## src/rtl/scp_pkg.sv

```systemverilog
package scp_pkg;
    localparam int unsigned OFS_W = 5;

    typedef enum logic [2:0] {
        ST_CMD,
        ST_TA1,
        ST_TA2,
        ST_WDATA,
        ST_RDATA,
        ST_DROP
    } scp_state_e;

    typedef enum logic [1:0] {
        PH_TA1,
        PH_TA2,
        PH_ES,
        PH_DATA
    } scp_phase_e;
endpackage

```

## src/rtl/scp_store.sv

```systemverilog
module scp_store #(
    parameter int unsigned AW = 5,
    parameter int unsigned DW = 8
) (
    input  logic          clk,
    input  logic          rst_n,
    input  logic          we,
    input  logic [AW-1:0] waddr,
    input  logic [DW-1:0] wdata,
    input  logic [AW-1:0] raddr_a,
    output logic [DW-1:0] rdata_a,
    input  logic [AW-1:0] raddr_b,
    output logic [DW-1:0] rdata_b
);
    localparam int unsigned DEPTH = 1 << AW;

    logic [DW-1:0] mem_q [DEPTH];

    for (genvar i = 0; i < DEPTH; i++) begin : g_cell
        always_ff @(posedge clk or negedge rst_n) begin
            if (!rst_n) begin
                mem_q[i] <= '0;
            end else if (we && (waddr == AW'(i))) begin
                mem_q[i] <= wdata;
            end
        end
    end

    assign rdata_a = mem_q[raddr_a];
    assign rdata_b = mem_q[raddr_b];
endmodule

```

## src/rtl/scp_readout.sv

```systemverilog
module scp_readout
    import scp_pkg::*;
(
    input  scp_phase_e       phase,
    input  logic [OFS_W:0]   ptr,
    input  logic [15:0]      ta,
    input  logic [7:0]       es,
    input  logic [7:0]       sp_data,
    output logic [7:0]       byte_o
);
    always_comb begin
        unique case (phase)
            PH_TA1:  byte_o = ta[7:0];
            PH_TA2:  byte_o = ta[15:8];
            PH_ES:   byte_o = es;
            default: byte_o = ptr[OFS_W] ? 8'hFF : sp_data;
        endcase
    end
endmodule

```

## src/rtl/scratch_cmd_engine.sv

```systemverilog
module scratch_cmd_engine
    import scp_pkg::*;
#(
    parameter logic [7:0] CMD_WRITE = 8'h0F,
    parameter logic [7:0] CMD_READ  = 8'hAA
) (
    input  logic             clk,
    input  logic             rst_n,
    input  logic             frame_rst,
    input  logic [2:0]       rx_tail_bits,
    input  logic             rx_valid,
    input  logic [7:0]       rx_byte,
    input  logic             tx_req,
    output logic             tx_valid,
    output logic [7:0]       tx_byte,
    input  logic             auth_ok,
    output logic [15:0]      ta_out,
    output logic [7:0]       es_out,
    input  logic [OFS_W-1:0] cp_addr,
    output logic [7:0]       cp_data
);
    typedef struct packed {
        scp_state_e       st;
        scp_phase_e       ph;
        logic [OFS_W:0]   ptr;
        logic [15:0]      ta;
        logic [OFS_W-1:0] eo;
        logic             pf;
        logic             of;
        logic             aa;
        logic             tx_valid;
        logic [7:0]       tx_byte;
    } regs_t;

    regs_t            q, d;
    logic             sp_we;
    logic [OFS_W-1:0] sp_waddr;
    logic [7:0]       sp_rdata;
    logic [7:0]       rd_byte;
    logic [7:0]       es_w;
    scp_state_e       st_now;

    assign es_w   = {q.aa, q.of, q.pf, q.eo};
    assign st_now = q.st;

    scp_store #(.AW(OFS_W), .DW(8)) u_store (
        .clk     (clk),
        .rst_n   (rst_n),
        .we      (sp_we),
        .waddr   (sp_waddr),
        .wdata   (rx_byte),
        .raddr_a (q.ptr[OFS_W-1:0]),
        .rdata_a (sp_rdata),
        .raddr_b (cp_addr),
        .rdata_b (cp_data)
    );

    scp_readout u_readout (
        .phase   (q.ph),
        .ptr     (q.ptr),
        .ta      (q.ta),
        .es      (es_w),
        .sp_data (sp_rdata),
        .byte_o  (rd_byte)
    );

    always_comb begin
        d        = q;
        d.tx_valid = 1'b0;
        sp_we    = 1'b0;
        sp_waddr = q.ptr[OFS_W-1:0];

        if (auth_ok) begin
            d.aa = 1'b1;
        end

        if (tx_req) begin
            d.tx_valid = 1'b1;
            if (q.st == ST_RDATA) begin
                d.tx_byte = rd_byte;
                unique case (q.ph)
                    PH_TA1:  d.ph = PH_TA2;
                    PH_TA2:  d.ph = PH_ES;
                    PH_ES:   d.ph = PH_DATA;
                    default: if (!q.ptr[OFS_W]) d.ptr = q.ptr + 1'b1;
                endcase
            end else begin
                d.tx_byte = 8'hFF;
            end
        end

        if (frame_rst) begin
            if (q.st == ST_WDATA && rx_tail_bits != 3'd0 && !q.of) begin
                d.pf = 1'b1;
            end
            d.st = ST_CMD;
        end else if (rx_valid) begin
            unique case (q.st)
                ST_CMD: begin
                    if (rx_byte == CMD_WRITE) begin
                        d.st = ST_TA1;
                        d.aa = 1'b0;
                        d.of = 1'b0;
                        d.pf = 1'b0;
                    end else if (rx_byte == CMD_READ) begin
                        d.st  = ST_RDATA;
                        d.ph  = PH_TA1;
                        d.ptr = {1'b0, q.ta[OFS_W-1:0]};
                    end else begin
                        d.st = ST_DROP;
                    end
                end
                ST_TA1: begin
                    d.ta[7:0] = rx_byte;
                    d.st      = ST_TA2;
                end
                ST_TA2: begin
                    d.ta[15:8] = rx_byte;
                    d.ptr      = {1'b0, q.ta[OFS_W-1:0]};
                    d.eo       = q.ta[OFS_W-1:0];
                    d.st       = ST_WDATA;
                end
                ST_WDATA: begin
                    if (!q.of) begin
                        if (q.ptr[OFS_W]) begin
                            d.of = 1'b1;
                        end else begin
                            sp_we = 1'b1;
                            d.eo  = q.ptr[OFS_W-1:0];
                            d.ptr = q.ptr + 1'b1;
                        end
                    end
                end
                default: ;
            endcase
        end
    end

    always_ff @(posedge clk or negedge rst_n) begin
        if (!rst_n) begin
            q <= '0;
        end else begin
            q <= d;
        end
    end

    assign tx_valid = q.tx_valid;
    assign tx_byte  = q.tx_byte;
    assign ta_out   = q.ta;
    assign es_out   = es_w;
endmodule

```

## config.mk

```make
export PLATFORM = sky130hd
export DESIGN_NAME = scratch_cmd_engine
export DESIGN_NICKNAME = d
export VERILOG_FILES = /design/src/rtl/scp_pkg.sv /design/src/rtl/scp_store.sv /design/src/rtl/scp_readout.sv /design/src/rtl/scratch_cmd_engine.sv
export SDC_FILE = /design/constraint.sdc
export NUM_CORES = 1
export LEC_CHECK = 0
export BUFFER_PORTS_ARGS = -buffer_cell sky130_fd_sc_hd__buf_4
export CORE_UTILIZATION = 46
export DETAILED_ROUTE_END_ITERATION = 10
export GPL_ROUTABILITY_DRIVEN = 0
export SLEW_MARGIN = 20
export SYNTH_ARGS = -nofsm -noshare
export SYNTH_HDL_FRONTEND = slang
export SYNTH_SLANG_ARGS = --single-unit
```

## constraint.sdc

```tcl
create_clock -name clk -period 3 [get_ports clk]
set_input_delay 0.6 -clock clk [delete_from_list [all_inputs] [get_ports clk]]
set_output_delay 0.6 -clock clk [all_outputs]
set_load 0.02 [all_outputs]
```

==> impl_metrics.ini <==
[finish]
most_common_cell_after_layout_fill_and_taps_aside = dfrtp_1
final_cell_mix = dfrtp_1 (294), mux2_2 (280), mux4_2 (112)
finalNetCount = 1274
post-route-util_pct = 53.4
share_of_cells_above_drive_strength_1_pct = 47.4
fill_cell_instance_count_of_the_final_layout = 2929
syn2layout_area_growth_pct = 13.5
finish.cell_count_without_fillers = 1722
diodes = 0

[outcome]
failed_checks = negative setup slack
run_status = finished with violations

[clocking]
tritoncts.num_buffers = 35
cts-root-buf = clkbuf_16
clock_tree_from_tritoncts = yes
clock_latency_ps = 520
clk_pin_slew_worst_paths_ps = 70
cts_sinks = 300
ctsHtreeMaxLevel = 2
ctsLongestPathBuffers = 3

[sta]
final_hold_violations = 0
report.final.slew_viol_count = 0
timing_worst_slew_pin_value_ps = 847
period_minus_slack_ps = 3050
setup_viol = 4
setup_repair_after_global_routing_missed_its_margin = true
slew-limit-headroom_pct = 43.4
fin_skew_ps = 12.4
setup_tns_ps = -124
maxClockFrequency_mhz = 328
timing.final.ws_setup_ps = -47.3
finalCritPeriodShare_pct = 102

[drt]
wire_per_inst_um = 28.7
met3RoutedLength_um = 3980
avgViaCountPerCell = 6.37
drt_iter0_markers = 1067
drtPass1Iterations = 6
route.layer.met1.wl_um = 21600
detail-route-antenna-nets = 0
drt-total-wl_um = 49400
via_count = 11000
drc = 0
top_signal_layer_used = met4
amount_of_wire_on_met2_after_detailed_routing_um = 22600

[logic_synthesis]
synth.avg_cell_area_um2 = 13.6
synth_compound_area_share_pct = 4.10
post-synth-top-area-cell = dfrtp_1
yosysTopAreaCellShare_pct = 45.8
syn_inst = 1208
synth.net_count = 1236
yosysUniqueCellTypes = 44
synthMuxAreaShare_pct = 39.4
simple_gate_area_share_of_the_yosys_netlist_pct = 5.86
primary_flip_flop_cell_chosen_by_synthesis_mapping = dfrtp_1
adder_cell_share_of_the_synthesized_area_pct = 0.458
synth_enable_flop_cells = 0
post_synth_xor_area_fraction_pct = 0.214
yosys_warnings = 0
ys_seq_area_share_pct = 45.8
ys_seq_elements = 300
ys_async_rst_share_pct = 100
synth_top_family_by_area = multiplexers
synthTopCellsByArea = dfrtp_1 (46%), mux2_2 (20%), mux4_2 (15%)
syn_area_mm2 = 0.0164

[pwr]
leakagePower_nw = 8.57
p_sw_mw = 3.66
sw_frac_of_total_pct = 32.0
p_seq_share_pct = 40.1
power.share.clock_pct = 36.0
p_int_mw = 7.80
fin_total_pwr_mw = 11.5
irDropWorstVdd_v = 0.000476
pwr_density_cell_mw_per_mm2 = 617
comb_power_share_pct = 23.9

[place]
i_o_buffers = 62
detailedPlacementHpwl_um = 34600
place_worst_setup_slack_ps = -133
dp.cells = 1660

[floorplan]
die_area_mm2 = 0.0364
placementRows = 68
initial_core_util_pct = 47.1
floorplan.die.width_um = 191
floorplan.die.height_um = 191
top_ports = 63
placeableCoreArea_mm2 = 0.0348

[worst_setup_path]
cp.arrival_ps = 2450
reg2reg_slack_ps = 400
end_kind = primary output
setup.worst_path.start_class = flip-flop
crit_required_ps = 2400
critical_path.reg2reg.endpoint = u_store.mem_q[225]$_DFFE_PN0P_
rr_worst_depth = 4
timing_worst_setup_path_type = reg -> out
critical_path.max_fanout = 3
reg2reg_start = st_now[2]$_DFFE_PN0P_

[global_routing]
grt_pass1_wl_um = 74500
grt_remaining_overflow = 0
grt_pass1_vias = 10900
gr-usage-all-layers_pct = 28.2
antenna_found_initial = 0
largest_net_degree_at_the_start_of_global_routing = 81

[worst_hold_path]
worst_hold_path_type = in -> async

[job]
drv_cap = 0
-- cell families (layout without fill, tap and decap cells) --
logic type | after synthesis | in the layout
multiplexers | 468 | 468
flip-flops | 300 | 300
AND/OR/NAND/NOR | 195 | 195
buffers and inverters | 131 | 190
AO/OA/AOI/OAI | 104 | 104
adder cells (fa/ha/maj) | 6 | 6
XOR/XNOR | 4 | 4
-- stage by stage --
step,hold slack [ps],cell area [um^2]
2_1_floorplan,304,16400
3_3_place_gp,498,17300
3_5_place_dp,507,17300
4_1_cts,56.8,18600
5_1_grt,79.5,18600
6_report,40.6,18600
-- power groups by stage --
stage | clock (mW) | combinational [mW] | sequential (mW)
final | 4.13 | 2.74 | 4.60
after global routing | 4.37 | 2.93 | 4.63
after CTS | 4.20 | 2.73 | 4.59
after detailed placement | 0 | 2.70 | 4.66
after global placement | 0 | 2.68 | 4.66
after floorplan | 0 | 2.09 | 4.43
-- worst max-delay path: stages (launching register included) --
cell and delay [ps]:
dfrtp_1 450, mux4_2 530, mux4_2 500, mux2_4 300, buf_6 130
-- what timing repair did --
item | in CTS | in global routing
endpoints found under the setup margin | 8 | 8
gates resized for setup | 27 | 5
hold buffers | 0 | 0
setup buffers | 2 | 0
gates cloned | 2 | 0
-- state kept, by name (all words and copies together) (netlist names) --
name	count
u_store.mem_q	256
ta_out	16
es_out	8
q	8
tx_byte	8
st_now	3
tx_valid	1
-- layer usage --
| metal | vias up | global-route usage, % |
|---|---|---|
| met2 | 488 | 42.4 |
| met3 | 84 | 5.41 |
| met1 | 5813 | 41.7 |
| met4 | 0 | 7.60 |
| met5 | - | 0 |
| li1 | 4592 | - |
-- worst max path at each step --
stage	startpoint	cells past startpoint	endpoint	slack, ps
after floorplan	cp_addr[1]	5	cp_data[0]	50
after global routing	u_store.mem_q[232]$_DFFE_PN0P_	4	cp_data[0]	-60
after CTS	u_store.mem_q[232]$_DFFE_PN0P_	4	cp_data[0]	-40
after global placement	cp_addr[0]	6	cp_data[5]	-120
final	u_store.mem_q[227]$_DFFE_PN0P_	4	cp_data[3]	-50
after detailed placement	cp_addr[0]	6	cp_data[5]	-130
-- area by class of cell --
cell class              instances  area (um^2)  area share [%]
inverters                       6         22.5           0.121
clock inverters                13          140           0.754
clock buffers                  45          943            5.08
multi-input cells             777         8220            44.2
flip-flops and latches        300         7520            40.4
well taps                     455          569            3.06
repair buffers                126         1180            6.35
-- synth_stat cells, drive strengths merged, types with 8 or more instances --
library cell / number
a21oi: 34
a22oi: 21
a41oi: 10
and3: 8
buf: 74
clkbuf: 51
dfrtp: 300
mux2: 288
mux2i: 68
mux4: 112
nand2: 74
nand3: 26
nor2: 50
nor2b: 8
nor3: 8
o21ai: 14
o22ai: 11
Note: power is estimated with default switching activity, not from simulation.
